<file path="src/rtl/sertx_pkg.sv">
package sertx_pkg;
    localparam int DATA_W = 8;
    localparam int DIV_W  = 16;
    localparam int ADDR_W = 3;
    localparam int OVS    = 16;

    typedef enum logic [1:0] {
        TX_IDLE  = 2'd0,
        TX_START = 2'd1,
        TX_DATA  = 2'd2,
        TX_STOP  = 2'd3
    } tx_state_e;
endpackage

</file>
<file path="src/rtl/sertx_regs.sv">
module sertx_regs
    import sertx_pkg::*;
(
    input  logic              clk,
    input  logic              rst_n,
    input  logic              wr_en,
    input  logic [ADDR_W-1:0] wr_addr,
    input  logic [DATA_W-1:0] wr_data,
    input  logic              busy,
    output logic [DIV_W-1:0]  divisor,
    output logic [1:0]        wlen_code,
    output logic              two_stop,
    output logic              start,
    output logic [DATA_W-1:0] tx_byte
);
    localparam logic [ADDR_W-1:0] OFS_LO  = ADDR_W'(0);
    localparam logic [ADDR_W-1:0] OFS_HI  = ADDR_W'(1);
    localparam logic [ADDR_W-1:0] OFS_LCR = ADDR_W'(3);

    typedef struct packed {
        logic [DIV_W-1:0]  div;
        logic [DATA_W-1:0] lcr;
    } regs_t;

    regs_t r_d, r_q;
    logic  access;

    assign access = r_q.lcr[7];

    always_comb begin
        r_d = r_q;
        if (wr_en) begin
            if (wr_addr == OFS_LCR)
                r_d.lcr = wr_data;
            if (access && wr_addr == OFS_LO)
                r_d.div[7:0] = wr_data;
            if (access && wr_addr == OFS_HI)
                r_d.div[DIV_W-1:8] = wr_data;
        end
    end

    always_ff @(posedge clk or negedge rst_n) begin
        if (!rst_n) begin
            r_q.div <= DIV_W'(1);
            r_q.lcr <= 8'h03;
        end else begin
            r_q <= r_d;
        end
    end

    assign start     = wr_en && (wr_addr == OFS_LO) && !access && !busy;
    assign tx_byte   = wr_data;
    assign divisor   = r_q.div;
    assign wlen_code = r_q.lcr[1:0];
    assign two_stop  = r_q.lcr[2];

    assert_dlab_loads_div_R7: assert property (@(posedge clk) disable iff (!rst_n)
        (wr_en && wr_addr == OFS_LO && access) |=> (divisor[7:0] == $past(wr_data)));
endmodule

</file>
<file path="src/rtl/sertx_baud.sv">
module sertx_baud
    import sertx_pkg::*;
(
    input  logic             clk,
    input  logic             rst_n,
    input  logic [DIV_W-1:0] divisor,
    input  logic             restart,
    output logic             tick
);
    logic [DIV_W-1:0] cnt_d, cnt_q;
    logic [DIV_W-1:0] eff_div;

    always_comb begin
        eff_div = (divisor == '0) ? DIV_W'(1) : divisor;
        tick    = (cnt_q >= eff_div - DIV_W'(1));
        if (restart)
            cnt_d = '0;
        else if (tick)
            cnt_d = '0;
        else
            cnt_d = cnt_q + DIV_W'(1);
    end

    always_ff @(posedge clk or negedge rst_n) begin
        if (!rst_n) cnt_q <= '0;
        else        cnt_q <= cnt_d;
    end

    assert_tick_gap_R2: assert property (@(posedge clk) disable iff (!rst_n)
        (tick && !restart && divisor > DIV_W'(1)) |=> (!tick || divisor <= DIV_W'(1)));
endmodule

</file>
<file path="src/rtl/sertx_shift.sv">
module sertx_shift
    import sertx_pkg::*;
(
    input  logic              clk,
    input  logic              rst_n,
    input  logic              start,
    input  logic [DATA_W-1:0] tx_byte,
    input  logic [1:0]        wlen_code,
    input  logic              two_stop,
    input  logic              tick,
    output logic              txd,
    output logic              busy
);
    localparam int SUB_W = $clog2(OVS);
    localparam int CNT_W = $clog2(DATA_W);

    typedef struct packed {
        tx_state_e         state;
        logic [DATA_W-1:0] shreg;
        logic [SUB_W-1:0]  sub;
        logic [CNT_W-1:0]  bit_cnt;
        logic [CNT_W-1:0]  last_bit;
        logic              two_stop;
        logic              txd;
    } shift_t;

    shift_t s_d, s_q;
    logic   bit_end;

    always_comb begin
        s_d     = s_q;
        bit_end = tick && (s_q.sub == SUB_W'(OVS - 1));
        if (s_q.state != TX_IDLE && tick)
            s_d.sub = s_q.sub + SUB_W'(1);
        case (s_q.state)
            TX_IDLE: begin
                s_d.txd = 1'b1;
                if (start) begin
                    s_d.state    = TX_START;
                    s_d.txd      = 1'b0;
                    s_d.shreg    = tx_byte;
                    s_d.sub      = '0;
                    s_d.bit_cnt  = '0;
                    s_d.last_bit = CNT_W'(wlen_code) + CNT_W'(4);
                    s_d.two_stop = two_stop;
                end
            end
            TX_START: if (bit_end) begin
                s_d.state   = TX_DATA;
                s_d.txd     = s_q.shreg[0];
                s_d.shreg   = s_q.shreg >> 1;
                s_d.bit_cnt = '0;
            end
            TX_DATA: if (bit_end) begin
                if (s_q.bit_cnt == s_q.last_bit) begin
                    s_d.state   = TX_STOP;
                    s_d.txd     = 1'b1;
                    s_d.bit_cnt = '0;
                end else begin
                    s_d.bit_cnt = s_q.bit_cnt + CNT_W'(1);
                    s_d.txd     = s_q.shreg[0];
                    s_d.shreg   = s_q.shreg >> 1;
                end
            end
            TX_STOP: if (bit_end) begin
                if (s_q.two_stop && s_q.bit_cnt == '0)
                    s_d.bit_cnt = CNT_W'(1);
                else
                    s_d.state = TX_IDLE;
            end
            default: s_d.state = TX_IDLE;
        endcase
    end

    always_ff @(posedge clk or negedge rst_n) begin
        if (!rst_n) begin
            s_q       <= '0;
            s_q.state <= TX_IDLE;
            s_q.txd   <= 1'b1;
        end else begin
            s_q <= s_d;
        end
    end

    assign txd  = s_q.txd;
    assign busy = (s_q.state != TX_IDLE);

    assert_idle_high_R3: assert property (@(posedge clk) disable iff (!rst_n)
        (s_q.state == TX_IDLE) |-> txd);
    assert_start_low_R3: assert property (@(posedge clk) disable iff (!rst_n)
        (s_q.state == TX_START) |-> !txd);
    assert_hold_between_ticks_R2: assert property (@(posedge clk) disable iff (!rst_n)
        (s_q.state != TX_IDLE && !tick) |=> $stable(txd));
    assert_len_bound_R4: assert property (@(posedge clk) disable iff (!rst_n)
        (s_q.state == TX_DATA) |-> (s_q.bit_cnt <= s_q.last_bit));
    assert_one_stop_R5: assert property (@(posedge clk) disable iff (!rst_n)
        (s_q.state == TX_STOP && !s_q.two_stop) |-> (s_q.bit_cnt == '0));
    assert_no_start_busy_R8: assert property (@(posedge clk) disable iff (!rst_n)
        start |-> (s_q.state == TX_IDLE));
endmodule

</file>
<file path="src/rtl/sertx_top.sv">
module sertx_top
    import sertx_pkg::*;
(
    input  logic        clk,
    input  logic        rst_n,
    input  logic        wr_en,
    input  logic [2:0]  wr_addr,
    input  logic [7:0]  wr_data,
    output logic        txd,
    output logic        busy
);
    logic [DIV_W-1:0]  divisor;
    logic [1:0]        wlen_code;
    logic              two_stop;
    logic              start;
    logic [DATA_W-1:0] tx_byte;
    logic              tick;

    sertx_regs u_regs (
        .clk       (clk),
        .rst_n     (rst_n),
        .wr_en     (wr_en),
        .wr_addr   (wr_addr),
        .wr_data   (wr_data),
        .busy      (busy),
        .divisor   (divisor),
        .wlen_code (wlen_code),
        .two_stop  (two_stop),
        .start     (start),
        .tx_byte   (tx_byte)
    );

    sertx_baud u_baud (
        .clk     (clk),
        .rst_n   (rst_n),
        .divisor (divisor),
        .restart (start),
        .tick    (tick)
    );

    sertx_shift u_shift (
        .clk       (clk),
        .rst_n     (rst_n),
        .start     (start),
        .tx_byte   (tx_byte),
        .wlen_code (wlen_code),
        .two_stop  (two_stop),
        .tick      (tick),
        .txd       (txd),
        .busy      (busy)
    );

    assert_busy_start_R8: assert property (@(posedge clk) disable iff (!rst_n)
        $rose(busy) |-> !txd);
endmodule

</file>
<file path="config.mk">
export PLATFORM = sky130hd
export DESIGN_NAME = sertx_top
export DESIGN_NICKNAME = d
export VERILOG_FILES = /design/src/rtl/sertx_pkg.sv /design/src/rtl/sertx_regs.sv /design/src/rtl/sertx_baud.sv /design/src/rtl/sertx_shift.sv /design/src/rtl/sertx_top.sv
export SDC_FILE = /design/constraint.sdc
export NUM_CORES = 1
export LEC_CHECK = 0
export ABC_AREA = 0
export BUFFER_PORTS_ARGS = -buffer_cell sky130_fd_sc_hd__buf_2
export CORE_MARGIN = 1
export CORE_UTILIZATION = 65
export CTS_CLUSTER_SIZE = 24
export DETAILED_ROUTE_END_ITERATION = 8
export HOLD_SLACK_MARGIN = 0.05
export PLACE_DENSITY = 0.95
export SLEW_MARGIN = 20
export SYNTH_ARGS = -nofsm -noshare
export SYNTH_HDL_FRONTEND = slang
export SYNTH_SLANG_ARGS = --single-unit
</file>
<file path="constraint.sdc">
create_clock -name clk -period 7.2 [get_ports clk]
set_input_delay 1.8 -clock clk [delete_from_list [all_inputs] [get_ports clk]]
set_output_delay 1.8 -clock clk [all_outputs]
set_load 0.005 [all_outputs]
</file>
* After elaboration in Yosys (flattened, before gate mapping) *
Index checks and enable logic that the tools add are counted.
W data, S select, Z words.

storage, ports and cells
  register bits = 62
  bits of input ports = 14
  output and inout bits = 2
  word-level logic and storage cells = 80

operators by class
  add/subtract/negate cells = 5
  $lt $le $gt $ge = 1
  eq/ne operators = 15
  multiplexer cells = 24
  reduce and logical (&&, ||, !) cells = 24

operators with widths
  kind                     count
  $mux W16                 3
  $pmux W8 S3              1
  $mux W22                 1
  $mux W10                 2
  $add A16 B1 Y16 const B  1
  $ge A16 B16 Y1           1
  $logic_not A16 Y1        1
  $sub A16 B1 Y16 const B  1
  $mux W3                  5
  $pmux W3 S4              1
  $ne A2 B1 Y1 const B     5
  $reduce_and A5 Y1        2
  $logic_and A1 B1 Y1      8
  $mux W4                  2
  $mux W8                  1
  $pmux W2 S4              1
  $reduce_and A2 Y1        4
  $logic_not A3 Y1         2
  $mux W2                  3
  $ne A2 B2 Y1 const B     3
  $reduce_and A6 Y1        1
  $add A4 B1 Y4 const B    1
  $eq A2 B2 Y1 const B     2
  $eq A4 B4 Y1 const B     1
  13 further kinds         16

* Longest topological paths before layout *
Gate-level depths: netlist (run 1).

  depth in word-level cells = 8
  gate-level depth with buffers = 18
  gate-level depth less buffers = 16

* Cells and area by module *
From an unflattened synthesis (run 1), not the netlist that was laid out.

unflattened totals
  cell total of the unflattened synthesis = 330
  area total of the unflattened synthesis = 3629.7 um2

modules (own cells, without submodules)
  module       instances  cells an instance  area an instance (um2)
  sertx_baud   1          154                1432.6
  sertx_shift  1          120                1303.8
  sertx_regs   1          56                 893.4

* Least setup slack after synthesis (run 1) *
No wires, ideal clock.

  path kind = register to register
  start = reg u_regs.r_q (netlist bit u_regs.divisor[9])
  end = reg u_shift.s_q[12] (netlist bit)
  setup time = 0.125 ns
  arrival = 3.815 ns
  slack = 3.260 ns
  cell stages (with the launch flop) = 18
  clock period less this slack = 3.940 ns
  cells stage by stage = dfrtp_1 > or4_1 > or3_1 > nor2_1 > and2_2 > a21oi_1 > ha_1 > nand2_1 > nor3_1 > xnor2_1 > ha_1 > nand4_1 > nor2_1 > a311oi_1 > and3_1 > a21o_1 > clkbuf_1 > mux2_2

between the ends
  word-level cells in the longest chain between the ends = 7
  elaborated cells between the ends (all ways) = 8

ends and longest elaborated chain
  element                               RTL line           source
  start: declaration                    sertx_regs.sv:25   regs_t r_d, r_q;
  start signal: assignment              sertx_regs.sv:47   r_q <= r_d;
  $logic_not A16 Y1                     sertx_baud.sv:14   eff_div = (divisor == '0) ? DIV_W'(1) : divisor;
  $mux W16 *                            sertx_baud.sv:14
  $sub A16 B1 Y16 *                     sertx_baud.sv:15   tick = (cnt_q >= eff_div - DIV_W'(1));
  $ge A16 B16 Y1 *                      sertx_baud.sv:15
  $logic_and A1 B1 Y1 *                 sertx_shift.sv:32  bit_end = tick && (s_q.sub == SUB_W'(OVS - 1));
  $ne A2 B1 Y1 (no source line)         n/a
  $reduce_and A5 Y1 (no source line) *  n/a
  end: declaration                      sertx_shift.sv:27  shift_t s_d, s_q;

Every way passes the cells marked *; elsewhere a longest branch is shown, timed or not.
A chain may end at the register's enable or synchronous reset.

* Worst setup path in the final report (run 1) *
  start = reg u_regs.r_q (netlist bit u_regs.divisor[9])
  end = reg u_shift.s_q[21] (netlist bit)

between the ends
  word-level cells in the longest chain between the ends = 7
  elaborated cells between the ends (all ways) = 9

ends and longest elaborated chain
  element                               RTL line
  $logic_not A16 Y1                     sertx_baud.sv:14
  $mux W16 *                            sertx_baud.sv:14
  $sub A16 B1 Y16 *                     sertx_baud.sv:15
  $ge A16 B16 Y1 *                      sertx_baud.sv:15
  $logic_and A1 B1 Y1 *                 sertx_shift.sv:32
  $ne A2 B1 Y1 (no source line)         n/a
  $reduce_and A6 Y1 (no source line) *  n/a

Marks and branches as above.

==> results of run 1 <==
==> logic make-up (layout without fill, tap and decap cells) <==
| group | count (synthesis) | count (layout) | share of synthesized area |
|---|---|---|---|
| and+or+nand+nor | 130 | 130 | 0.1890 |
| DFF | 58 | 58 | 0.4314 |
| AOI/OAI and AO/OA | 37 | 37 | 0.06487 |
| muxes | 36 | 36 | 0.1182 |
| xor gates and xnor gates | 30 | 30 | 0.07783 |
| adders and majority gates | 26 | 26 | 0.09637 |
| buffers and inverters | 20 | 45 | 0.02224 |
==> worst max-delay path: cells and delay by family, from the launching register on <==
family	cells	cell delay (ns)
simple gates	10	2.63
compound gates	2	0.61
fa+ha+maj	2	0.59
flops	1	0.47
mux	1	0.40
xor+xnor	1	0.15
==> per-layer routing <==
metal,wire (µm),track usage
met1,3382,0.4590
met2,4412,0.6081
met3,975,0.09621
met4,604,0.2607
met5,0,0
==> path summary, 6_finish.rpt <==
kind / to / start / depth (start not counted) / slack (ns)
hold / removal: u_shift.s_q[4] / u_shift.s_q[4] / 1 / 0.50
setup / recovery: u_shift.s_q[21] / u_regs.divisor[9] / 16 / 2.21
max in group asynchronous: u_baud.cnt_q[7] / rst_n / 2 / 5.12
min in group asynchronous: u_regs.divisor[3] / rst_n / 2 / 1.59
setup reg to reg: u_shift.s_q[21] / u_regs.divisor[9] / 16 / 2.21
hold reg to reg: u_shift.s_q[4] / u_shift.s_q[4] / 1 / 0.50
==> cell usage after synthesis, drive strengths merged (5+ instances only) <==
cell / instances / share of area
or3: 5 / 0.012
nand4: 6 / 0.011
nand2: 44 / 0.049
ha: 26 / 0.096
mux2i: 5 / 0.015
xnor2: 14 / 0.036
and3: 6 / 0.011
nor3: 7 / 0.015
xor2: 16 / 0.042
dfrtp: 54 / 0.40
mux2: 31 / 0.10
o21ai: 15 / 0.022
clkbuf: 7 / 0.0078
nand3: 10 / 0.015
a21oi: 10 / 0.015
nor2: 36 / 0.040
inv: 13 / 0.014
==> where the power goes <==
group | total [mW] | internal, mW | switching (mW)
Combinational | 0.538 | 0.229 | 0.309
Sequential | 0.537 | 0.420 | 0.117
Clock | 0.364 | 0.223 | 0.142
==> flip-flops by register name, indices dropped and copies added, names as in the netlist <==
name	count
u_baud.cnt_q	16
u_shift.txd	1
u_shift.s_q	21
u_regs.two_stop	1
u_regs.access	1
u_regs.wlen_code	2
u_regs.divisor	16
==> metrics by stage <==
step	std cells	setup WS, ns
floorplan	337	3.260
global placement	413	2.915
detailed placement	413	2.648
CTS	429	2.454
global route	429	2.149
finish	429	2.214
==> cell type report <==
type | count | area [µm²]
multi-input combinational | 259 | 1844
sequential | 58 | 1456
fill | 239 | 1095
clock buffer | 12 | 165.2
tap | 67 | 83.83
timing repair buffer | 16 | 82.58
clock inverter | 4 | 72.57
inverter | 13 | 48.80
==> implementation parameters, run 1 <==
Parameter                              Value

Clocking
  Number of gates resized after cts    0
  H-Tree Level Count    3
  CTS Hold Buffers Added    0
  Number of clock buffers inserted by TritonCTS    9
  Root cell of the clock tree    clkbuf_8
  Clock tree sinks    58
  Maximum clock insertion buffer count    2
  Reg clk slew, reported paths    roughly 0.070 ns
  Clock insertion delay at the later pin of the skew report    0.36 ns
  Setup bufs post-CTS    0
  CTS tree    built

STA
  Number of slew-limit violations in the final report    0
  Final hold slack    about 0.50 ns
  Final hold violation count    0
  RSZ-0062 raised after global routing    false
  Normalized max-slew margin    0.4741
  Maximum clock frequency    about 200 MHz
  Period utilization    0.6925
  Time the worst path needs with I/O delays and setup    between 4 and 5 ns
  Worst slew pin tran    between 0.7 and 0.8 ns
  Aggregate negative setup slack    0 ns
  Worst clock skew    0.01253 ns
  # setup viols final    0

Finish
  Area added between synthesis and finish    11.19%
  Core utilization of the finished layout    0.7742
  Final std cell area, no fill    between 3000 and 4000 µm²
  Top library cells by usage in the layout, fill and taps aside    dfrtp_1 (54), nand2_1 (44), nor2_1 (36)
  Antenna diode count    0
  Final #Nets    about 400
  Leading cell type in the layout, fill and taps excluded    dfrtp_1
  Fraction of layout cells with a size suffix above 1    0.2044

Route
  Total detailed-routing wirelength    about 9.4 mm
  Final routed wire length divided by cell count    between 20 and 25 µm
  Number of remaining DRC errors    0
  First-pass iteration count of the detailed router    5
  Post-route antenna net violation count    0
  Via total after detailed routing    about 2.9k
  DRC violation total after the first TritonRoute iteration    around 450
  Ratio of routed vias to standard cells    ~6.8

Setup path
  Worst Path Required    about 7.4 ns
  Delay of the slowest critical-path stage    ~0.65 ns
  Cells along the critical path    or4_1, or3_1, nor2_1, and2_2, a21oi_1, ha_1, nand2_1, nor3_1, xnor2_1, ha_1, nand4_1, nor2_1, nand3b_1, and3_1, o21ai_0, mux2_2
  Critical-path maximum fanout    13
  Kind of start point of the critical path    register
  Data arrival time at the worst-slack endpoint    roughly 5.2 ns
  Master of the slowest instance on the critical path    or4_1
  Crit path kind    reg -> reg
  Endpoint type of the worst setup path    register

Yosys
  Sequential element share of the synthesized area    0.4314
  Syn Area/Cell    about 10 µm²
  Synthesized instance count    about 340
  Yosys Warn Count    0
  Total standard cell area after synthesis    3376 µm²
  Async set-or-reset flop fraction in the synthesized netlist    1.000
  Syn nets    approximately 380
  Yosys reg bits    between 50 and 60
  Number of distinct library cells after synthesis    43
  Count of flip-flops with a built-in enable after synthesis    0
  Main synth FF type    dfrtp_1

Power and ir drop
  VDD IR max    0.0002499 V
  Total Power Consumption    around 1.4 mW
  Leakage power figure    approximately 1.7 nW
  Total power density per cell area    383.3 nW/µm²

Placement
  Final Wtd Congestion    roughly 0.93
  Post-Place Cell Area    approximately 3500 µm²
  Port Buffers    15
  Sum of net half-perimeters after detailed placement    between 5 and 6 mm

Global routing
  Global-route wire length before repair    ~15 mm
  Maximum number of pins on one net before global-route repair    between 50 and 60
  Overall track demand over capacity in global routing    0.3821
  Number of global-route vias before repair    2936
  Initial antenna violation count    0
  Total global routing overflow    0

Die
  Starting density of the core    0.6963
  Chip Width    between 70 and 80 µm
  Die Height    between 70 and 80 µm
  Floorplan Core Area    between 4000 and 5000 µm²
  Top-Level Pins    16
  Full die area    around 5500 µm²
  Rows    25

Hold path
  Worst hold path class    reg -> reg

Run status
  Outcome    finished, final reports clean

Run
  Max_cap viols    0
Power figures use the tool's default switching activity.
==> run 2, diff against run 1 <==
--- a/config.mk
+++ b/config.mk
@@ -8,11 +8,11 @@
 export ABC_AREA = 0
 export BUFFER_PORTS_ARGS = -buffer_cell sky130_fd_sc_hd__buf_2
 export CORE_MARGIN = 1
-export CORE_UTILIZATION = 65
+export CORE_UTILIZATION = 61
 export CTS_CLUSTER_SIZE = 24
 export DETAILED_ROUTE_END_ITERATION = 8
 export HOLD_SLACK_MARGIN = 0.05
-export PLACE_DENSITY = 0.95
+export PLACE_DENSITY = 0.9
 export SLEW_MARGIN = 20
 export SYNTH_ARGS = -nofsm -noshare
 export SYNTH_HDL_FRONTEND = slang
==> constraint.sdc (replaced) <==
create_clock -name clk -period 4.95 [get_ports clk]
set_input_delay 1.2375 -clock clk [delete_from_list [all_inputs] [get_ports clk]]
set_output_delay 1.2375 -clock clk [all_outputs]
set_load 0.005 [all_outputs]
==> implementation parameters, run 2 (synthesis results as in run 1) <==
Parameter                              Value

Run status
  Outcome    finished, final reports clean (unchanged)

Setup path
  Number of cell instances on the worst register-to-register path    16 (unchanged)
  Kind of start point of the critical path    register (unchanged)
  Cells along the critical path    or4_1, or3_1, nor2_1, and2_2, a21oi_1, ha_1, nand2_1, nor3_1, xnor2_1, ha_1, nand4_1, nor2_1, a311oi_1, and3_1, a21o_1, mux2_2 (was or4_1, or3_1, nor2_1, and2_2, a21oi_1, ha_1, nand2_1, nor3_1, xnor2_1, ha_1, nand4_1, nor2_1, nand3b_1, and3_1, o21ai_0, mux2_2)
  Crit path kind    reg -> reg (unchanged)
  Master of the slowest instance on the critical path    or4_1 (unchanged)
  Endpoint of the most critical register-to-register path    u_shift.s_q[19] (was u_shift.s_q[21])
  Critical-path maximum fanout    13 (unchanged)
  Worst reg-to-reg setup slack    0.46 ns (was 2.21 ns)
  Data arrival time at the worst-slack endpoint    4.72 ns (was 5.23 ns)
  Endpoint type of the worst setup path    register (unchanged)
  Delay of the slowest critical-path stage    0.58 ns (was 0.65 ns)
  Reg-to-reg critical path startpoint    u_regs.divisor[9] (unchanged)
  Worst Path Required    5.18 ns (was 7.44 ns)

Clocking
  CTS tree    built (unchanged)
  Root cell of the clock tree    clkbuf_8 (unchanged)
  Clock tree sinks    58 (unchanged)
  Number of clock buffers inserted by TritonCTS    9 (unchanged)
  Reg clk slew, reported paths    0.07 ns (about the same)
  Setup bufs post-CTS    0 (unchanged)
  CTS Hold Buffers Added    0 (unchanged)
  Maximum clock insertion buffer count    2 (unchanged)
  Clock insertion delay at the later pin of the skew report    0.35 ns (was 0.36 ns)
  Number of gates resized after cts    0 (unchanged)
  H-Tree Level Count    3 (unchanged)

STA
  RSZ-0062 raised after global routing    false (unchanged)
  Maximum clock frequency    222.7 MHz (was 200.6 MHz)
  Number of slew-limit violations in the final report    0 (unchanged)
  Time the worst path needs with I/O delays and setup    4.490 ns (was 4.986 ns)
  Final hold slack    0.4883 ns (was 0.4974 ns)
  Normalized max-slew margin    0.5161 (was 0.4741)
  Period utilization    0.9071 (was 0.6925)
  Worst clock skew    0.007902 ns (was 0.01253 ns)
  Worst slew pin tran    0.7231 ns (was 0.7871 ns)
  # setup viols final    0 (unchanged)
  Final hold violation count    0 (unchanged)
  Aggregate negative setup slack    0 ns (unchanged)

Global routing
  Most used routing layer in global routing    met2 (unchanged)
  Global Route met1 Usage    0.3256 (was 0.4590)
  Maximum number of pins on one net before global-route repair    59 (unchanged)
  Initial antenna violation count    0 (unchanged)
  Overall track demand over capacity in global routing    0.2699 (was 0.3821)
  Global-route track usage on met3    0.04072 (was 0.09621)
  Number of global-route vias before repair    2610 (was 2936)
  Met2 GRT Util    0.4649 (was 0.6081)
  Total global routing overflow    0 (unchanged)
  Global-route wire length before repair    12.08 mm (was 15.00 mm)

Route
  First-pass iteration count of the detailed router    5 (unchanged)
  Final routed wire length divided by cell count    16.26 µm (was 21.85 µm)
  DRC violation total after the first TritonRoute iteration    122 (was 447)
  Post-route antenna net violation count    0 (unchanged)
  Via total after detailed routing    2547 (was 2904)
  Total detailed-routing wirelength    7.026 mm (was 9.375 mm)
  Number of remaining DRC errors    0 (unchanged)
  Ratio of routed vias to standard cells    5.896 (was 6.769)

Finish
  Registers with the most flip-flops    u_shift.s_q x21, u_baud.cnt_q x16, u_regs.divisor x16 (unchanged)
  Leading cell type in the layout, fill and taps excluded    dfrtp_1 (unchanged)
  Area added between synthesis and finish    10.71% (was 11.19%)
  Top library cells by usage in the layout, fill and taps aside    dfrtp_1 (54), nand2_1 (44), nor2_1 (36) (unchanged)
  Fraction of layout cells with a size suffix above 1    0.2044 (unchanged)
  Register ranked first by flip-flop count    u_shift.s_q (unchanged)
  Final #Nets    397 (unchanged)
  Antenna diode count    0 (unchanged)
  Final std cell area, no fill    3737 µm² (was 3754 µm²)
  Max FFs per register    21 (unchanged)
  # fillers    342 (was 239)

Placement
  Port Buffers    15 (unchanged)
  Final Wtd Congestion    0.8436 (was 0.9270)
  Sum of net half-perimeters after detailed placement    5.120 mm (was 5.454 mm)
  Post-Place Cell Area    3520 µm² (was 3516 µm²)

Die
  Starting density of the core    0.6486 (was 0.6963)
  Top-Level Pins    16 (unchanged)
  Full die area    5835 µm² (was 5486 µm²)
  Die Height    76.39 µm (was 74.07 µm)
  Chip Width    76.39 µm (was 74.07 µm)
  Floorplan Core Area    5205 µm² (was 4848 µm²)
  Rows    26 (was 25)

Power and ir drop
  Leakage power figure    1.709 nW (was 1.722 nW)
  Total power density per cell area    522.0 nW/µm² (was 383.3 nW/µm²)
  VDD IR max    0.0004215 V (was 0.0002499 V)

Hold path
  Startpoint of the tightest hold check path    u_shift.s_q[4] (unchanged)
  Worst hold path class    reg -> reg (unchanged)
  End point of the most critical hold path    u_shift.s_q[4] (unchanged)
  Hold path depth    1 (unchanged)

Run
  Max_cap viols    0 (unchanged)
-- run 2: layout make-up --
class | count | area, µm² | share of cell area
multi-input combinational | 259 | 1844 | 0.4935
sequential | 58 | 1456 | 0.3897
clock buffer | 9 | 123.9 | 0.03314
clock inverter | 7 | 93.84 | 0.02511
tap | 70 | 87.58 | 0.02343
timing repair buffer | 16 | 82.58 | 0.02210
inverter | 13 | 48.80 | 0.01306
-- run 2: how the worst max path moves through the flow --
stage	endpoint	cells after the start	start
4_1_cts	u_shift.s_q[19]	16	u_regs.divisor[9]
3_5_place_dp	u_shift.s_q[18]	16	u_regs.divisor[9]
6_report	u_shift.s_q[19]	16	u_regs.divisor[9]
3_3_place_gp	u_shift.s_q[16]	16	u_regs.divisor[9]
5_1_grt	u_shift.s_q[19]	16	u_regs.divisor[9]
2_1_floorplan	u_shift.s_q[12]	17	u_regs.divisor[9]
-- run 2: worst max-delay path, delay by kind of cell (launching register included) --
| family | cells | cell delay [ns] |
|---|---|---|
| DFF | 1 | 0.45 |
| muxes | 1 | 0.39 |
| AOI/OAI and AO/OA | 3 | 0.75 |
| and+or+nand+nor | 9 | 2.10 |
| adders and majority gates | 2 | 0.58 |
| xor gates and xnor gates | 1 | 0.13 |
-- run 2: report_power, final --
| part | switching (mW) | internal [mW] | leakage, nW |
|---|---|---|---|
| clock | 0.196 | 0.282 | 0.105 |
| combinational | 0.384 | 0.327 | 0.857 |
| sequential | 0.151 | 0.611 | 0.747 |
| total | 0.731 | 1.22 | 1.71 |
-- run 2: metal layers --
layer	vias up	wire, µm	share of wire
li1	1218	-	-
met1	1249	3069	0.44
met2	61	3515	0.50
met3	19	209	0.030
met4	0	232	0.033
met5	-	0	0
-- run 2: metrics by stage --
| stage | total power, mW | instances | worst slack (ns) | util |
|---|---|---|---|---|
| floorplan | 1.271 | 337 | 1.010 | - |
| global placement | 1.404 | 416 | 0.6701 | 0.6762 |
| detailed placement | 1.461 | 416 | 0.5199 | 0.6762 |
| CTS | 1.950 | 432 | 0.4764 | 0.7180 |
| global route | 2.079 | 432 | 0.1825 | 0.7180 |
| finish | 1.951 | 432 | 0.4599 | 0.7180 |
==> run 3, diff against run 2 <==
--- a/config.mk
+++ b/config.mk
@@ -5,14 +5,13 @@
 export SDC_FILE = /design/constraint.sdc
 export NUM_CORES = 1
 export LEC_CHECK = 0
-export ABC_AREA = 0
+export ABC_AREA = 1
 export BUFFER_PORTS_ARGS = -buffer_cell sky130_fd_sc_hd__buf_2
 export CORE_MARGIN = 1
-export CORE_UTILIZATION = 61
-export CTS_CLUSTER_SIZE = 24
+export CORE_UTILIZATION = 65
 export DETAILED_ROUTE_END_ITERATION = 8
 export HOLD_SLACK_MARGIN = 0.05
-export PLACE_DENSITY = 0.9
+export PLACE_DENSITY = 0.95
 export SLEW_MARGIN = 20
 export SYNTH_ARGS = -nofsm -noshare
 export SYNTH_HDL_FRONTEND = slang
==> constraint.sdc (replaced) <==
create_clock -name clk -period 5.26 [get_ports clk]
set_input_delay 1.315 -clock clk [delete_from_list [all_inputs] [get_ports clk]]
set_output_delay 1.315 -clock clk [all_outputs]
set_load 0.005 [all_outputs]
==> implementation parameters, run 3 <==
Parameter                              Value

Setup path
  Delay of the slowest critical-path stage    0.55 ns (was 0.58 ns)
  Endpoint of the most critical register-to-register path    u_shift.s_q[20] (was u_shift.s_q[19])
  Critical-path maximum fanout    4 (was 13)
  Reg-to-reg critical path startpoint    u_regs.divisor[0] (was u_regs.divisor[9])
  Kind of cell with the highest combined delay on the critical path    simple AND/OR/NAND/NOR gates (unchanged)
  Number of buffers and inverters on the critical path    3 (was 0)
  Data arrival time at the worst-slack endpoint    4.00 ns (was 4.72 ns)
  Kind of start point of the critical path    register (unchanged)
  Worst reg-to-reg setup slack    1.51 ns (was 0.46 ns)
  Critical Path Stages    25 (was 16)
  Master of the slowest instance on the critical path    dfstp_2 (was or4_1)
  Endpoint type of the worst setup path    register (unchanged)
  Crit path kind    reg -> reg (unchanged)
  Worst Path Required    5.51 ns (was 5.18 ns)
  Number of cell instances on the worst register-to-register path    25 (was 16)
  Crit-path most repeated cell    nand2_1

Route
  Ratio of routed vias to standard cells    5.713 (was 5.896)
  Number of remaining DRC errors    0 (unchanged)
  DRC violation total after the first TritonRoute iteration    288 (was 122)
  Final routed wire length divided by cell count    14.92 µm (was 16.26 µm)
  Via total after detailed routing    3022 (was 2547)
  Post-route antenna net violation count    0 (unchanged)
  First-pass iteration count of the detailed router    5 (unchanged)
  Total detailed-routing wirelength    7.893 mm (was 7.026 mm)

Clocking
  Root cell of the clock tree    clkbuf_8 (unchanged)
  CTS tree    built (unchanged)
  H-Tree Level Count    3 (unchanged)
  Number of gates resized after cts    0 (unchanged)
  Clock tree sinks    58 (unchanged)
  CTS Hold Buffers Added    0 (unchanged)
  Reg clk slew, reported paths    0.07 ns (about the same)
  Clock insertion delay at the later pin of the skew report    0.35 ns (about the same)
  Maximum clock insertion buffer count    2 (unchanged)
  Setup bufs post-CTS    0 (unchanged)
  Number of clock buffers inserted by TritonCTS    9 (unchanged)

Yosys
  Syn Area/Cell    8.378 µm² (was 10.02 µm²)
  Sequential element share of the synthesized area    0.4033 (was 0.4314)
  Yosys Warn Count    0 (unchanged)
  Main synth FF type    dfrtp_1 (unchanged)
  Synth Area in Simple Gates    0.2536 (was 0.1890)
  Syn nets    471 (was 377)
  Top cells by instance count after synthesis    nand2_1 (82), inv_1 (60), dfrtp_1 (54) (was dfrtp_1 (54), nand2_1 (44), nor2_1 (36))
  Yosys top cell area share    0.3742 (was 0.4003)
  Area share of fa/ha/maj cells after synthesis    0.09009 (was 0.09637)
  Total standard cell area after synthesis    3611 µm² (was 3376 µm²)
  Count of flip-flops with a built-in enable after synthesis    0 (unchanged)
  Number of distinct library cells after synthesis    39 (was 43)
  Yosys reg bits    58 (unchanged)
  Mux share of post-synthesis cell area    0.006237 (was 0.1182)
  Library cell with the highest instance count after synthesis    nand2_1 (was dfrtp_1)
  Async set-or-reset flop fraction in the synthesized netlist    1.000 (unchanged)
  Library cell with the largest summed area after synthesis    dfrtp_1 (unchanged)
  Cell types with the largest area share after synthesis    dfrtp_1 (37%), ha_1 (9.0%), nand2_1 (8.5%), inv_1 (6.2%), nor2_1 (4.2%) (was dfrtp_1 (40%), mux2_2 (10%), ha_1 (9.6%), nand2_1 (4.9%), xor2_1 (4.2%))
  Main combinational cell family by area after synthesis    simple AND/OR/NAND/NOR gates (unchanged)
  Synthesized instance count    431 (was 337)
  Area fraction in compound gates after synthesis    0.1171 (was 0.06486)
  Post-Synth XOR/XNOR Area    0.05336 (was 0.07784)

Die
  Full die area    5858 µm² (was 5835 µm²)
  Top-Level Pins    16 (unchanged)
  Floorplan Core Area    5238 µm² (was 5205 µm²)
  Die Height    76.54 µm (was 76.39 µm)
  Chip Width    76.54 µm (was 76.39 µm)
  Starting density of the core    0.6894 (was 0.6486)
  Rows    26 (unchanged)

Power and ir drop
  Proportion of power drawn by combinational gates    0.323 (was 0.365)
  VDD IR max    0.0002839 V (was 0.0004215 V)
  Internal power contribution    0.9864 mW (was 1.220 mW)
  Clock network fraction of design power    0.265 (was 0.245)
  Sequential fraction of design power    0.412 (was 0.391)
  Switching share of total power    0.3869 (was 0.3747)
  NetSw    0.6225 mW (was 0.7311 mW)
  Leakage power figure    1.919 nW (was 1.709 nW)
  Total Power Consumption    1.609 mW (was 1.951 mW)
  Total power density per cell area    406.6 nW/µm² (was 522.0 nW/µm²)

Placement
  Final Wtd Congestion    0.9304 (was 0.8436)
  Sum of net half-perimeters after detailed placement    5.475 mm (was 5.120 mm)
  Placed cell count    513 (was 416)
  Port Buffers    15 (unchanged)
  Post-Place Cell Area    3754 µm² (was 3520 µm²)
  Setup slack at placement    1.654 ns (was 0.5199 ns)

Finish
  Storage element area    1456 µm² (unchanged)
  # fillers    320 (was 342)
  Fraction of layout cells with a size suffix above 1    0.1786 (was 0.2044)
  Final std cell area, no fill    3958 µm² (was 3737 µm²)
  Top library cells by usage in the layout, fill and taps aside    nand2_1 (82), inv_1 (60), dfrtp_1 (54) (was dfrtp_1 (54), nand2_1 (44), nor2_1 (36))
  Max FFs per register    21 (unchanged)
  Leading cell type in the layout, fill and taps excluded    nand2_1 (was dfrtp_1)
  Register ranked first by flip-flop count    u_shift.s_q (unchanged)
  Final instance count without filler cells    529 (was 432)
  Area used by multi-input combinational logic    1879 µm² (was 1844 µm²)
  Registers with the most flip-flops    u_shift.s_q x21, u_baud.cnt_q x16, u_regs.divisor x16 (unchanged)
  Final #Nets    494 (was 397)
  Area added between synthesis and finish    9.598% (was 10.71%)
  Antenna diode count    0 (unchanged)

Global routing
  Maximum number of pins on one net before global-route repair    59 (unchanged)
  Total global routing overflow    0 (unchanged)
  Overall track demand over capacity in global routing    0.3050 (was 0.2699)
  Global-route wire length before repair    13.97 mm (was 12.08 mm)
  Initial antenna violation count    0 (unchanged)
  Number of global-route vias before repair    3058 (was 2610)

STA
  Maximum clock frequency    267.0 MHz (was 222.7 MHz)
  Normalized max-slew margin    0.5318 (was 0.5161)
  Number of slew-limit violations in the final report    0 (unchanged)
  Worst clock skew    0.006805 ns (was 0.007902 ns)
  Final hold violation count    0 (unchanged)
  # setup viols final    0 (unchanged)
  Worst slew pin tran    0.7023 ns (was 0.7231 ns)
  Period utilization    0.7121 (was 0.9071)
  RSZ-0062 raised after global routing    false (unchanged)
  Time the worst path needs with I/O delays and setup    3.746 ns (was 4.490 ns)
  Aggregate negative setup slack    0 ns (unchanged)
  Setup slack after layout    1.514 ns (was 0.4599 ns)

Hold path
  End point of the most critical hold path    u_shift.s_q[1] (was u_shift.s_q[4])
  Startpoint of the tightest hold check path    u_regs.two_stop (was u_shift.s_q[4])
  Worst hold path class    reg -> reg (unchanged)
  Hold path depth    2 (was 1)

Run status
  Outcome    finished, final reports clean (unchanged)

Run
  Max_cap viols    0 (unchanged)
-- run 3: changes by cell type after synthesis, sizes merged, moves of 12 or more --
cell,before,now
o21ai,15,31
nand2,44,91
a21oi,10,24
inv,13,64
nand3,10,23
mux2,31,2
nor2,36,48
-- run 3: worst max-delay path by stage --
stage	start	endpoint	slack (ns)
after global placement	u_regs.divisor[0]	u_shift.s_q[15]	1.91
final	u_regs.divisor[0]	u_shift.s_q[20]	1.51
after floorplan	u_regs.divisor[0]	u_shift.s_q[18]	2.04
after global routing	u_regs.divisor[0]	u_shift.s_q[20]	1.10
after CTS	u_regs.divisor[0]	u_shift.s_q[12]	1.54
after detailed placement	u_regs.divisor[0]	u_shift.s_q[12]	1.65
-- run 3: power groups by stage --
stage / clock (mW) / sequential [mW] / combinational (mW)
2_1_floorplan: 0 / 0.639 / 0.406
3_3_place_gp: 0 / 0.659 / 0.475
3_5_place_dp: 0 / 0.665 / 0.504
4_1_cts: 0.424 / 0.660 / 0.517
5_1_grt: 0.444 / 0.676 / 0.590
6_report: 0.426 / 0.664 / 0.520
-- run 3: layout make-up --
type                    count  share of cell area
clock buffers              10             0.03478
multi-input cells         304              0.4749
well taps                  70             0.02213
flip-flops and latches     58              0.3680
repair buffers             17             0.02276
inverters                  64             0.06070
clock inverters             6             0.01676
-- run 3: worst reg2reg max path: stages, from the launching register on --
cell and delay (ns):
dfstp_2 0.55, inv_1 0.07, nand3_1 0.11, nor2_1 0.08
nand2_1 0.10, nand2_1 0.09, inv_1 0.12, ha_1 0.19
nand2_1 0.10, nor2_2 0.15, nand2_2 0.10, nor3_4 0.16
nand2_2 0.09, nor3_2 0.13, xor2_1 0.16, inv_1 0.06
ha_1 0.27, nand2_1 0.07, nor3_1 0.21, nand2_1 0.09
nand2_2 0.11, nand2_4 0.09, a21oi_1 0.25, nand2_1 0.14
nand2_1 0.10, nand2_1 0.05
-- run 3: per-stage QoR --
step	utilization	hold WS, ns
global route	0.7556	0.5088
finish	0.7556	0.4815
detailed placement	0.7167	0.4609
global placement	0.7167	0.4552
floorplan	-	0.4426
CTS	0.7556	0.4778
-- run 3: kinds of logic (layout without fill, tap and decap cells) --
logic type,after synthesis,after routing
fa+ha+maj,26,26
simple gates,185,185
buf+inv,69,97
flops,58,58
xor+xnor,22,22
compound gates,69,69
mux,2,2
-- run 3: routing by layer --
metal,vias to the layer above,global-route usage,part of all wire
met1,1434,0.3679,0.40
met2,117,0.5261,0.50
met4,0,0.1423,0.027
li1,1449,-,-
met5,-,0,0
met3,22,0.05749,0.067
